File: src/rtl/atm_rx_pkg.sv
package atm_rx_pkg;
  localparam int CELL_BYTES = 53;
  localparam int HDR_BYTES  = 5;
  localparam int CW_BITS    = 8 * HDR_BYTES;
  localparam int SCR_LAG    = 43;
  localparam logic [7:0] HEC_COSET = 8'h55;
  localparam logic [31:0] IDLE_HDR = 32'h0000_0001;

  typedef enum logic [1:0] {
    ST_HUNT    = 2'd0,
    ST_PRESYNC = 2'd1,
    ST_SYNC    = 2'd2
  } dl_state_e;

  // remainder of v(x)*x^8 modulo x^8+x^2+x+1, MSB first
  function automatic logic [7:0] crc_rem(input logic [CW_BITS-1:0] v);
    logic [7:0] r;
    logic fb;
    r = '0;
    for (int i = CW_BITS - 1; i >= 0; i--) begin
      fb = r[7] ^ v[i];
      r  = {r[6:0], 1'b0};
      if (fb) r = r ^ 8'h07;
    end
    return r;
  endfunction
endpackage

File: src/rtl/atm_hec_check.sv
module atm_hec_check
  import atm_rx_pkg::*;
(
  input  logic [CW_BITS-1:0] cw_i,
  output logic               zero_o,
  output logic               fix_o,
  output logic [CW_BITS-1:0] cw_fix_o
);
  logic [7:0]         syn;
  logic [CW_BITS-1:0] flip;

  always_comb begin
    syn  = crc_rem(cw_i ^ {{(CW_BITS-8){1'b0}}, HEC_COSET});
    flip = '0;
    for (int p = 0; p < CW_BITS; p++) begin
      if (syn != 8'd0 && syn == crc_rem(CW_BITS'(1) << p)) flip[p] = 1'b1;
    end
  end

  assign zero_o   = (syn == 8'd0);
  assign fix_o    = |flip;
  assign cw_fix_o = cw_i ^ flip;
endmodule

File: src/rtl/atm_delin_fsm.sv
module atm_delin_fsm
  import atm_rx_pkg::*;
#(
  parameter int DELTA = 6,
  parameter int ALPHA = 7,
  localparam int PW = $clog2(CELL_BYTES),
  localparam int GW = $clog2(DELTA + 1),
  localparam int EW = $clog2(ALPHA + 1)
) (
  input  logic          clk_i,
  input  logic          rst_ni,
  input  logic          push_i,
  input  logic          hec_zero_i,
  input  logic          hec_fix_i,
  input  logic          idle_i,
  output dl_state_e     state_o,
  output logic [PW-1:0] phase_o,
  output logic          check_o,
  output logic          deliver_o,
  output logic          inc_corr_o,
  output logic          inc_drop_o,
  output logic          inc_idle_o
);
  dl_state_e     state_q, state_d;
  logic [PW-1:0] phase_q, phase_d;
  logic [GW-1:0] good_q, good_d;
  logic [EW-1:0] err_q, err_d;
  logic          detect_q, detect_d;
  logic          take;

  assign check_o = push_i && (state_q == ST_HUNT || phase_q == PW'(HDR_BYTES - 1));

  always_comb begin
    state_d    = state_q;
    good_d     = good_q;
    err_d      = err_q;
    detect_d   = detect_q;
    take       = 1'b0;
    inc_corr_o = 1'b0;
    inc_drop_o = 1'b0;
    phase_d    = phase_q;
    if (push_i) phase_d = (phase_q == PW'(CELL_BYTES - 1)) ? '0 : phase_q + 1'b1;
    if (check_o) begin
      unique case (state_q)
        ST_HUNT: if (hec_zero_i) begin
          state_d = ST_PRESYNC;
          good_d  = '0;
          phase_d = PW'(HDR_BYTES);
        end
        ST_PRESYNC: if (!hec_zero_i) begin
          state_d = ST_HUNT;
        end else if (good_q == GW'(DELTA - 1)) begin
          state_d  = ST_SYNC;
          err_d    = '0;
          detect_d = 1'b0;
        end else begin
          good_d = good_q + 1'b1;
        end
        default: if (hec_zero_i) begin
          err_d    = '0;
          detect_d = 1'b0;
          take     = 1'b1;
        end else begin
          if (err_q == EW'(ALPHA - 1)) state_d = ST_HUNT;
          else err_d = err_q + 1'b1;
          detect_d = 1'b1;
          if (!detect_q && hec_fix_i) begin
            take       = 1'b1;
            inc_corr_o = 1'b1;
          end else begin
            inc_drop_o = 1'b1;
          end
        end
      endcase
    end
  end

  assign inc_idle_o = take && idle_i;
  assign deliver_o  = take && !idle_i;
  assign state_o    = state_q;
  assign phase_o    = phase_q;

  always_ff @(posedge clk_i or negedge rst_ni) begin
    if (!rst_ni) begin
      state_q  <= ST_HUNT;
      phase_q  <= '0;
      good_q   <= '0;
      err_q    <= '0;
      detect_q <= 1'b0;
    end else begin
      state_q  <= state_d;
      phase_q  <= phase_d;
      good_q   <= good_d;
      err_q    <= err_d;
      detect_q <= detect_d;
    end
  end
endmodule

File: src/rtl/atm_descrambler.sv
module atm_descrambler
  import atm_rx_pkg::*;
(
  input  logic       clk_i,
  input  logic       rst_ni,
  input  logic       en_i,
  input  logic [7:0] byte_i,
  output logic [7:0] byte_o
);
  logic [SCR_LAG-1:0] hist_q, hist_d;

  always_comb begin
    hist_d = hist_q;
    for (int b = 7; b >= 0; b--) begin
      byte_o[b] = byte_i[b] ^ hist_d[SCR_LAG-1];
      hist_d    = {hist_d[SCR_LAG-2:0], byte_i[b]};
    end
  end

  always_ff @(posedge clk_i or negedge rst_ni) begin
    if (!rst_ni) hist_q <= '0;
    else if (en_i) hist_q <= hist_d;
  end
endmodule

File: src/rtl/atm_sat_cnt.sv
module atm_sat_cnt #(
  parameter int W = 16
) (
  input  logic         clk_i,
  input  logic         rst_ni,
  input  logic         inc_i,
  output logic [W-1:0] cnt_o
);
  always_ff @(posedge clk_i or negedge rst_ni) begin
    if (!rst_ni) cnt_o <= '0;
    else if (inc_i && cnt_o != {W{1'b1}}) cnt_o <= cnt_o + 1'b1;
  end
endmodule

File: src/rtl/atm_cell_rx.sv
module atm_cell_rx
  import atm_rx_pkg::*;
#(
  parameter int DELTA = 6,
  parameter int ALPHA = 7,
  parameter int CNT_W = 16
) (
  input  logic             clk_i,
  input  logic             rst_ni,
  input  logic [7:0]       byte_i,
  input  logic             byte_vld_i,
  output logic [7:0]       cell_byte_o,
  output logic             cell_vld_o,
  output logic             cell_soc_o,
  output logic [1:0]       sync_state_o,
  output logic [CNT_W-1:0] corr_cnt_o,
  output logic [CNT_W-1:0] drop_cnt_o,
  output logic [CNT_W-1:0] idle_cnt_o
);
  localparam int PW = $clog2(CELL_BYTES);

  logic [7:0]         win_q [HDR_BYTES];
  logic [CW_BITS-1:0] cw, cw_fix, hdr_q;
  logic               hec_zero, hec_fix, is_idle;
  dl_state_e          state;
  logic [PW-1:0]      phase, exit_idx;
  logic               check, deliver, dlv_q, desc_en;
  logic [2:0]         inc;
  logic [7:0]         desc_byte;

  always_comb begin
    cw = '0;
    for (int i = 1; i < HDR_BYTES; i++) cw = {cw[CW_BITS-9:0], win_q[i]};
    cw = {cw[CW_BITS-9:0], byte_i};
  end

  assign is_idle = (cw_fix[CW_BITS-1:8] == IDLE_HDR);

  atm_hec_check u_hec (
    .cw_i     (cw),
    .zero_o   (hec_zero),
    .fix_o    (hec_fix),
    .cw_fix_o (cw_fix)
  );

  atm_delin_fsm #(.DELTA(DELTA), .ALPHA(ALPHA)) u_fsm (
    .clk_i      (clk_i),
    .rst_ni     (rst_ni),
    .push_i     (byte_vld_i),
    .hec_zero_i (hec_zero),
    .hec_fix_i  (hec_fix),
    .idle_i     (is_idle),
    .state_o    (state),
    .phase_o    (phase),
    .check_o    (check),
    .deliver_o  (deliver),
    .inc_corr_o (inc[0]),
    .inc_drop_o (inc[1]),
    .inc_idle_o (inc[2])
  );

  // index, within its cell, of the octet leaving the window
  assign exit_idx = (phase >= PW'(HDR_BYTES)) ? phase - PW'(HDR_BYTES)
                                              : phase + PW'(CELL_BYTES - HDR_BYTES);
  assign desc_en  = byte_vld_i && (exit_idx >= PW'(HDR_BYTES));

  atm_descrambler u_desc (
    .clk_i  (clk_i),
    .rst_ni (rst_ni),
    .en_i   (desc_en),
    .byte_i (win_q[0]),
    .byte_o (desc_byte)
  );

  logic [CNT_W-1:0] cnt [3];
  for (genvar g = 0; g < 3; g++) begin : g_cnt
    atm_sat_cnt #(.W(CNT_W)) u_cnt (
      .clk_i  (clk_i),
      .rst_ni (rst_ni),
      .inc_i  (inc[g]),
      .cnt_o  (cnt[g])
    );
  end
  assign corr_cnt_o   = cnt[0];
  assign drop_cnt_o   = cnt[1];
  assign idle_cnt_o   = cnt[2];
  assign sync_state_o = state;

  always_ff @(posedge clk_i or negedge rst_ni) begin
    if (!rst_ni) begin
      for (int i = 0; i < HDR_BYTES; i++) win_q[i] <= '0;
      hdr_q       <= '0;
      dlv_q       <= 1'b0;
      cell_byte_o <= '0;
      cell_vld_o  <= 1'b0;
      cell_soc_o  <= 1'b0;
    end else begin
      cell_vld_o <= byte_vld_i && dlv_q;
      cell_soc_o <= byte_vld_i && dlv_q && (exit_idx == '0);
      if (byte_vld_i) begin
        for (int i = 0; i < HDR_BYTES - 1; i++) win_q[i] <= win_q[i+1];
        win_q[HDR_BYTES-1] <= byte_i;
        cell_byte_o <= (exit_idx < PW'(HDR_BYTES))
                       ? hdr_q[CW_BITS-1-8*int'(exit_idx) -: 8] : desc_byte;
      end
      if (check) dlv_q <= deliver;
      if (deliver) hdr_q <= cw_fix;
    end
  end
endmodule

File: config.mk
export PLATFORM = sky130hd
export DESIGN_NAME = atm_cell_rx
export DESIGN_NICKNAME = d
export VERILOG_FILES = /design/src/rtl/atm_rx_pkg.sv /design/src/rtl/atm_hec_check.sv /design/src/rtl/atm_delin_fsm.sv /design/src/rtl/atm_descrambler.sv /design/src/rtl/atm_sat_cnt.sv /design/src/rtl/atm_cell_rx.sv
export SDC_FILE = /design/constraint.sdc
export NUM_CORES = 1
export LEC_CHECK = 0
export ABC_CLOCK_PERIOD_IN_PS = 7100
export BUFFER_PORTS_ARGS = -buffer_cell sky130_fd_sc_hd__buf_4
export CAP_MARGIN = 20
export CELL_PAD_IN_SITES_DETAIL_PLACEMENT = 1
export CELL_PAD_IN_SITES_GLOBAL_PLACEMENT = 1
export CORE_MARGIN = 2
export CORE_UTILIZATION = 30
export CTS_CLUSTER_DIAMETER = 200
export DETAILED_ROUTE_END_ITERATION = 16
export GPL_TIMING_DRIVEN = 1
export PLACE_DENSITY_LB_ADDON = 0.1
export SYNTH_ARGS = -nofsm -noshare
export SYNTH_HDL_FRONTEND = slang
export SYNTH_SLANG_ARGS = --single-unit
File: constraint.sdc
create_clock -name clk_i -period 7.1 [get_ports clk_i]
set_input_delay 0.71 -clock clk_i [delete_from_list [all_inputs] [get_ports clk_i]]
set_output_delay 0.71 -clock clk_i [all_outputs]
set_load 0.01 [all_outputs]
==> metrics.md, run 1 <==
| Metric | Value |
|---|---|
| Final worst path period share | `92.18%` |
| Final net count | `1154` |
| Worst-path clk slew | `80 ps` |
| WL/cell | `21.26 um` |
| Worst Setup End Kind | `flip-flop` |
| Hold Path Class | `in -> async` |
| CTS root buf | `clkbuf_16` |
| YS warnings | `0` |
| Antenna-violating nets left | `0` |
| Grt total ovfl | `0` |
| Post-CTS Setup Bufs | `0` |
| Synth Area per Inst | `11.45 um2` |
| Worst slew pin tran | `955.8 ps` |
| Seq/Total Area, Yosys | `40.50%` |
| Largest net degree at the start of global routing | `75` |
| Final setup violation count | `0` |
| Most common cell after layout, fill and taps aside | `dfrtp_1` |
| Layout cell share with drive strength beyond 1 | `27.50%` |
| Async S/R FF share, synth | `100.0%` |
| Library cells used by synthesis | `82` |
| Clk_skew | `14.54 ps` |
| Clock Path Buffers | `2` |
| F_max | `0.1528 GHz` |
| DR DRC count | `0` |
| CTS H-tree depth | `4` |
| Min cycle time layout | `6545 ps` |
| WS Path Type | `reg -> reg` |
| Status | `finished, final reports clean` |
| # diodes | `0` |
| Initial DRC Count | `444` |
| Post-layout util | `34.85%` |
| Hold buffer count at cts | `0` |
| Data arrival, critical path | `6880 ps` |
| Synth Cell Area | `0.01217 mm2` |
| Max_slew headroom | `36.28%` |
| RSZ-0062 raised after global routing | `false` |
| CP required | `7440 ps` |
| Hpwl dp | `26920 um` |
| EDFF count, synth | `0` |
| Die ar. | `0.04220 mm2` |
| Cell count after synthesis | `1063` |
| Worst Setup Start Kind | `flip-flop` |
| Clock latency of the later-clocked register in the worst-skew pair | `460 ps` |
| PortBufs | `70` |
| Core ar. | `0.03991 mm2` |
| First-pass GRT wire length | `55550 um` |
| Crit-path max FO | `17` |
| Total global-route track usage | `17.71%` |
| Routed vias/inst | `4.971` |
| Vias in the first global route | `8748` |
| Clock sinks | `197` |
| Area Overhead vs Synth | `14.27%` |
| Die Span Y | `205.4 um` |
| Post-synthesis register bit count | `197` |
| Initial antenna violation count | `0` |
| Ports | `71` |
| Die width | `205.4 um` |
| Max Cap Viol | `0` |
| Fin. max-slew vios | `0` |
| Num rows | `73` |
| Post-route setup TNS | `0 ps` |
| WL final | `35440 um` |
| Most used DFF post-synth | `dfrtp_1` |
| RePlAce Congestion | `0.8706` |
| Drt pass-1 iters | `5` |
| Initial Utilization | `30.49%` |
| Most frequent cells in the layout | `dfrtp_1 (197), buf_4 (96), xnor2_1 (95)` |
| DR vias | `8287` |
| CTS Buf Count | `17` |
| CTS tree | `done` |
| Worst reg2reg path depth | `15` |
| PostCTS Resize Cnt | `0` |
| Hold Fails Final Rpt | `0` |
| Syn nets | `1088` |
[synth_stat cells, types with 17 or more instances]
library cell / count / area share (%)
dfrtp_1: 197 / 41
xnor2_1: 96 / 6.9
nand2_1: 88 / 2.7
mux2_2: 87 / 8.0
nor2_1: 64 / 2.0
xor2_1: 57 / 4.1
nand3_1: 43 / 1.8
mux2_4: 35 / 4.3
a21oi_1: 32 / 1.3
o21ai_0: 26 / 1.1
clkbuf_1: 25 / 0.77
mux2i_1: 21 / 1.7
nand4_1: 20 / 1.0
inv_1: 19 / 0.59
xnor3_1: 17 / 3.1
[worst paths after layout]
check / from / end / slack (ps)
max: cw[37]$_DFFE_PN0P_ / hdr_q[15]$_DFFE_PN0P_ / 560
max reg2reg: cw[37]$_DFFE_PN0P_ / hdr_q[15]$_DFFE_PN0P_ / 560
min in group clk_i: u_fsm.good_q[2]$_DFFE_PN0P_ / u_fsm.good_q[2]$_DFFE_PN0P_ / 490
min reg2reg: u_fsm.good_q[2]$_DFFE_PN0P_ / u_fsm.good_q[2]$_DFFE_PN0P_ / 490
max in group asynchronous: rst_ni / hdr_q[15]$_DFFE_PN0P_ / 5470
min: rst_ni / g_cnt[2].u_cnt.cnt_o[14]$_DFFE_PN0P_ / 190
[cell families after synthesis]
family / count (synthesis) / synth area share (%)
buffers and inverters: 71 / 3.310
xor gates and xnor gates: 197 / 19.28
muxes: 152 / 15.67
AOI/OAI and AO/OA: 122 / 6.661
and+or+nand+nor: 310 / 13.14
adders and majority gates: 14 / 1.439
DFF: 197 / 40.50
[metrics by stage]
stage | cell area [um2] | setup WS [ps] | instances | hold WS [ps]
floorplan | 12170 | 1841 | 1063 | 414.4
CTS | 13890 | 564.1 | 1666 | 218.1
global placement | 13270 | 628.6 | 1634 | 479.0
finish | 13910 | 555.1 | 1667 | 190.2
global route | 13910 | 219.2 | 1667 | 220.5
detailed placement | 13270 | 601.7 | 1634 | 476.4
[critical path, stage by stage (launching register included)]
cell and delay [ps]:
dfrtp_1 710, xnor2_2 210, xnor3_2 530, xnor2_4 300
xor3_4 670, xnor2_4 440, xnor2_4 210, mux2i_1 730
nor4_2 80, xnor2_1 200, a2111oi_0 600, o211ai_1 180
or4_1 660, nand2b_4 320, buf_4 250, mux2_4 310
[state kept, by name (all words and copies together) (netlist names), 3 cells and up]
register,cells
u_fsm.err_q,3
u_fsm.phase_o,6
u_desc.hist_q,43
u_fsm.good_q,3
hdr_q,40
cell_byte_o,8
g_cnt.u_cnt.cnt_o,48
win_q,8
cw,32
[final cells by class]
type | count | area, um2
clock buffers | 17 | 425.4
clock inverters | 15 | 200.2
fillers | 4373 | 26010
inverters | 19 | 71.32
multi-input cells | 795 | 6854
flip-flops and latches | 197 | 4930
well taps | 525 | 656.9
repair buffers | 99 | 770.7
[layer usage]
metal | vias up | track usage, % | wire, um
li1 | 3888 | - | -
met4 | 0 | 5.370 | 837
met3 | 43 | 2.898 | 1066
met2 | 157 | 28.23 | 16360
met5 | - | 0 | 0
met1 | 4199 | 24.64 | 17180
Power of run 1 is left out: the tool's default activity adds up to more than one toggle a clock period on the data nets, which glitch-free logic cannot reach.
==> inputs of run 2 (changes only) <==
Settings changed: CORE_ASPECT_RATIO set to 1.25.
==> run 2 against run 1 <==
Compared with the run above:
- register-to-register slack worse by 30 ps
- non-clock buffer count down 4
- sequential share of layout area about the same
- design area about the same
- fmax down 0.51%
- setup slack worse by 33 ps
- via count down 1.5%
- global-route usage up 0.097 points
- first-iteration DRC count up 9.5%
- final cell count up 1.0%
- sequential cell count unchanged
- critical path type unchanged
==> metrics.md, run 2 (synthesis results as in run 1) <==
| Metric | Value |
|---|---|
| Routed vias/inst | `4.846 (-2.5%)` |
| Worst Setup Start Kind | `flip-flop` |
| Largest net degree at the start of global routing | `109 (+45%)` |
| Post-route setup TNS | `0 ps (unchanged)` |
| Antenna-violating nets left | `0 (unchanged)` |
| Most used cell, CP | `xnor2_4` |
| PortBufs | `70 (unchanged)` |
| Reg area | `0.004930 mm2 (unchanged)` |
| Max_slew headroom | `29.93% (-6.4 points)` |
| Hold Path Class | `in -> async` |
| Clock Path Buffers | `2 (unchanged)` |
| CP required | `7430 ps (about the same)` |
| Post-CTS Setup Bufs | `0 (unchanged)` |
| Initial Utilization | `30.34% (-0.15 points)` |
| Initial DRC Count | `486 (+9.5%)` |
| Status | `finished, final reports clean` |
| Num rows | `82 (+12%)` |
| CTS tree | `done` |
| WS Path Type | `reg -> reg` |
| Max incr delay on CP | `850 ps (+120 ps)` |
| CTS H-tree depth | `4 (unchanged)` |
| Drt pass-1 iters | `4 (-1)` |
| Initial antenna violation count | `0 (unchanged)` |
| RSZ-0062 raised after global routing | `false` |
| WL final | `36090 um (+1.8%)` |
| Worst slew pin tran | `1046 ps (+90.13 ps)` |
| Max reg flops | `48 (unchanged)` |
| Crit-path max FO | `15 (-2)` |
| Core ar. | `0.04012 mm2 (+0.50%)` |
| Die ar. | `0.04221 mm2 (about the same)` |
| Crit path max-delay family | `XOR/XNOR gates` |
| Worst Setup End Kind | `flip-flop` |
| Total global-route track usage | `17.81% (+0.097 points)` |
| Die Span Y | `229.2 um (+12%)` |
| Clock latency of the later-clocked register in the worst-skew pair | `460 ps (about the same)` |
| CTS Buf Count | `17 (unchanged)` |
| Final setup violation count | `0 (unchanged)` |
| Ports | `71 (unchanged)` |
| Data arrival, critical path | `6910 ps (+30 ps)` |
| Die width | `184.2 um (-10%)` |
| F_max | `0.1520 GHz (-0.51%)` |
| RePlAce Congestion | `0.8691 (-0.17%)` |
| Hpwl dp | `27290 um (+1.4%)` |
| Worst-path clk slew | `80 ps (about the same)` |
| Final worst path period share | `92.65% (+0.47 points)` |
| DR vias | `8160 (-1.5%)` |
| Most frequent cells in the layout | `dfrtp_1 (197), xnor2_1 (95), buf_4 (92)` |
| CP Cell Sequence | `xnor2_2, xnor3_2, xnor2_4, xor3_4, xnor2_4, xnor2_4, mux2i_1, nor4_2, xnor2_1, a2111oi_0, o211ai_1, or4_1, buf_4, nor3b_2, mux2_1` |
| First-pass GRT wire length | `56520 um (+1.8%)` |
| DR DRC count | `0 (unchanged)` |
| Final net count | `1150 (-0.35%)` |
| Hold buffer count at cts | `0 (unchanged)` |
| CTS root buf | `clkbuf_16` |
| Fin. max-slew vios | `0 (unchanged)` |
| Grt total ovfl | `0 (unchanged)` |
| Area of the multi-input gates | `0.006854 mm2 (unchanged)` |
| PostCTS Resize Cnt | `0 (unchanged)` |
| # diodes | `0 (unchanged)` |
| Layout cell share with drive strength beyond 1 | `27.15% (-0.34 points)` |
| Clk_skew | `16.45 ps (+1.910 ps)` |
| CP bufs+invs | `1 (unchanged)` |
| Clock sinks | `197 (unchanged)` |
| Min cycle time layout | `6578 ps (+33.27 ps)` |
| WL/cell | `21.43 um (+0.82%)` |
| Filler cells | `4412 (+0.89%)` |
| Most common cell after layout, fill and taps aside | `dfrtp_1` |
| Max Cap Viol | `0 (unchanged)` |
| Vias in the first global route | `8763 (+0.17%)` |
| Biggest register | `g_cnt.u_cnt.cnt_o` |
| Area Overhead vs Synth | `14.29% (about the same)` |
| CP max stage cell | `mux2i_1` |
| Hold Fails Final Rpt | `0 (unchanged)` |
| Regs by FF count | `g_cnt.u_cnt.cnt_o x48, u_desc.hist_q x43, hdr_q x40` |
-- run 2: per-stage QoR --
stage	instance area (um2)	std cells	util (%)	worst slack [ps]	hold slack, ps
2_1_floorplan	12170	1063	-	1841	414.4
3_3_place_gp	13260	1651	33.06	775.5	468.1
3_5_place_dp	13260	1651	33.06	667.9	487.2
4_1_cts	13910	1683	34.66	618.7	361.0
5_1_grt	13910	1684	34.68	310.7	369.2
6_report	13910	1684	34.68	521.9	317.5
-- run 2: final cells by class --
cell class | instances | area share [%]
clock buffer | 21 | 3.382
clock inverter | 11 | 1.232
inverter | 19 | 0.5127
multi-input combinational | 795 | 49.27
sequential | 197 | 35.44
tap | 546 | 4.911
timing repair buffer | 95 | 5.253
-- run 2: final timing paths --
kind	cells past startpoint	from	slack [ps]	endpoint
worst min register to register	1	g_cnt[0].u_cnt.cnt_o[9]$_DFFE_PN0P_	500	g_cnt[0].u_cnt.cnt_o[9]$_DFFE_PN0P_
worst min-delay path	1	rst_ni	320	g_cnt[2].u_cnt.cnt_o[14]$_DFFE_PN0P_
worst max-delay path	15	cw[37]$_DFFE_PN0P_	520	g_cnt[2].u_cnt.cnt_o[1]$_DFFE_PN0P_
worst max register to register	15	cw[37]$_DFFE_PN0P_	520	g_cnt[2].u_cnt.cnt_o[1]$_DFFE_PN0P_
max in group asynchronous	2	rst_ni	5410	g_cnt[1].u_cnt.cnt_o[13]$_DFFE_PN0P_
min in group clk_i	1	g_cnt[0].u_cnt.cnt_o[9]$_DFFE_PN0P_	500	g_cnt[0].u_cnt.cnt_o[9]$_DFFE_PN0P_
-- run 2: per-layer routing --
metal,vias up,track usage (%),share of wire (%)
met5,-,0,0
met4,0,5.575,2.4
met3,32,2.592,2.9
met2,119,30.87,50
met1,4145,22.74,44
li1,3864,-,-
Power of run 2 is left out for the same reason.
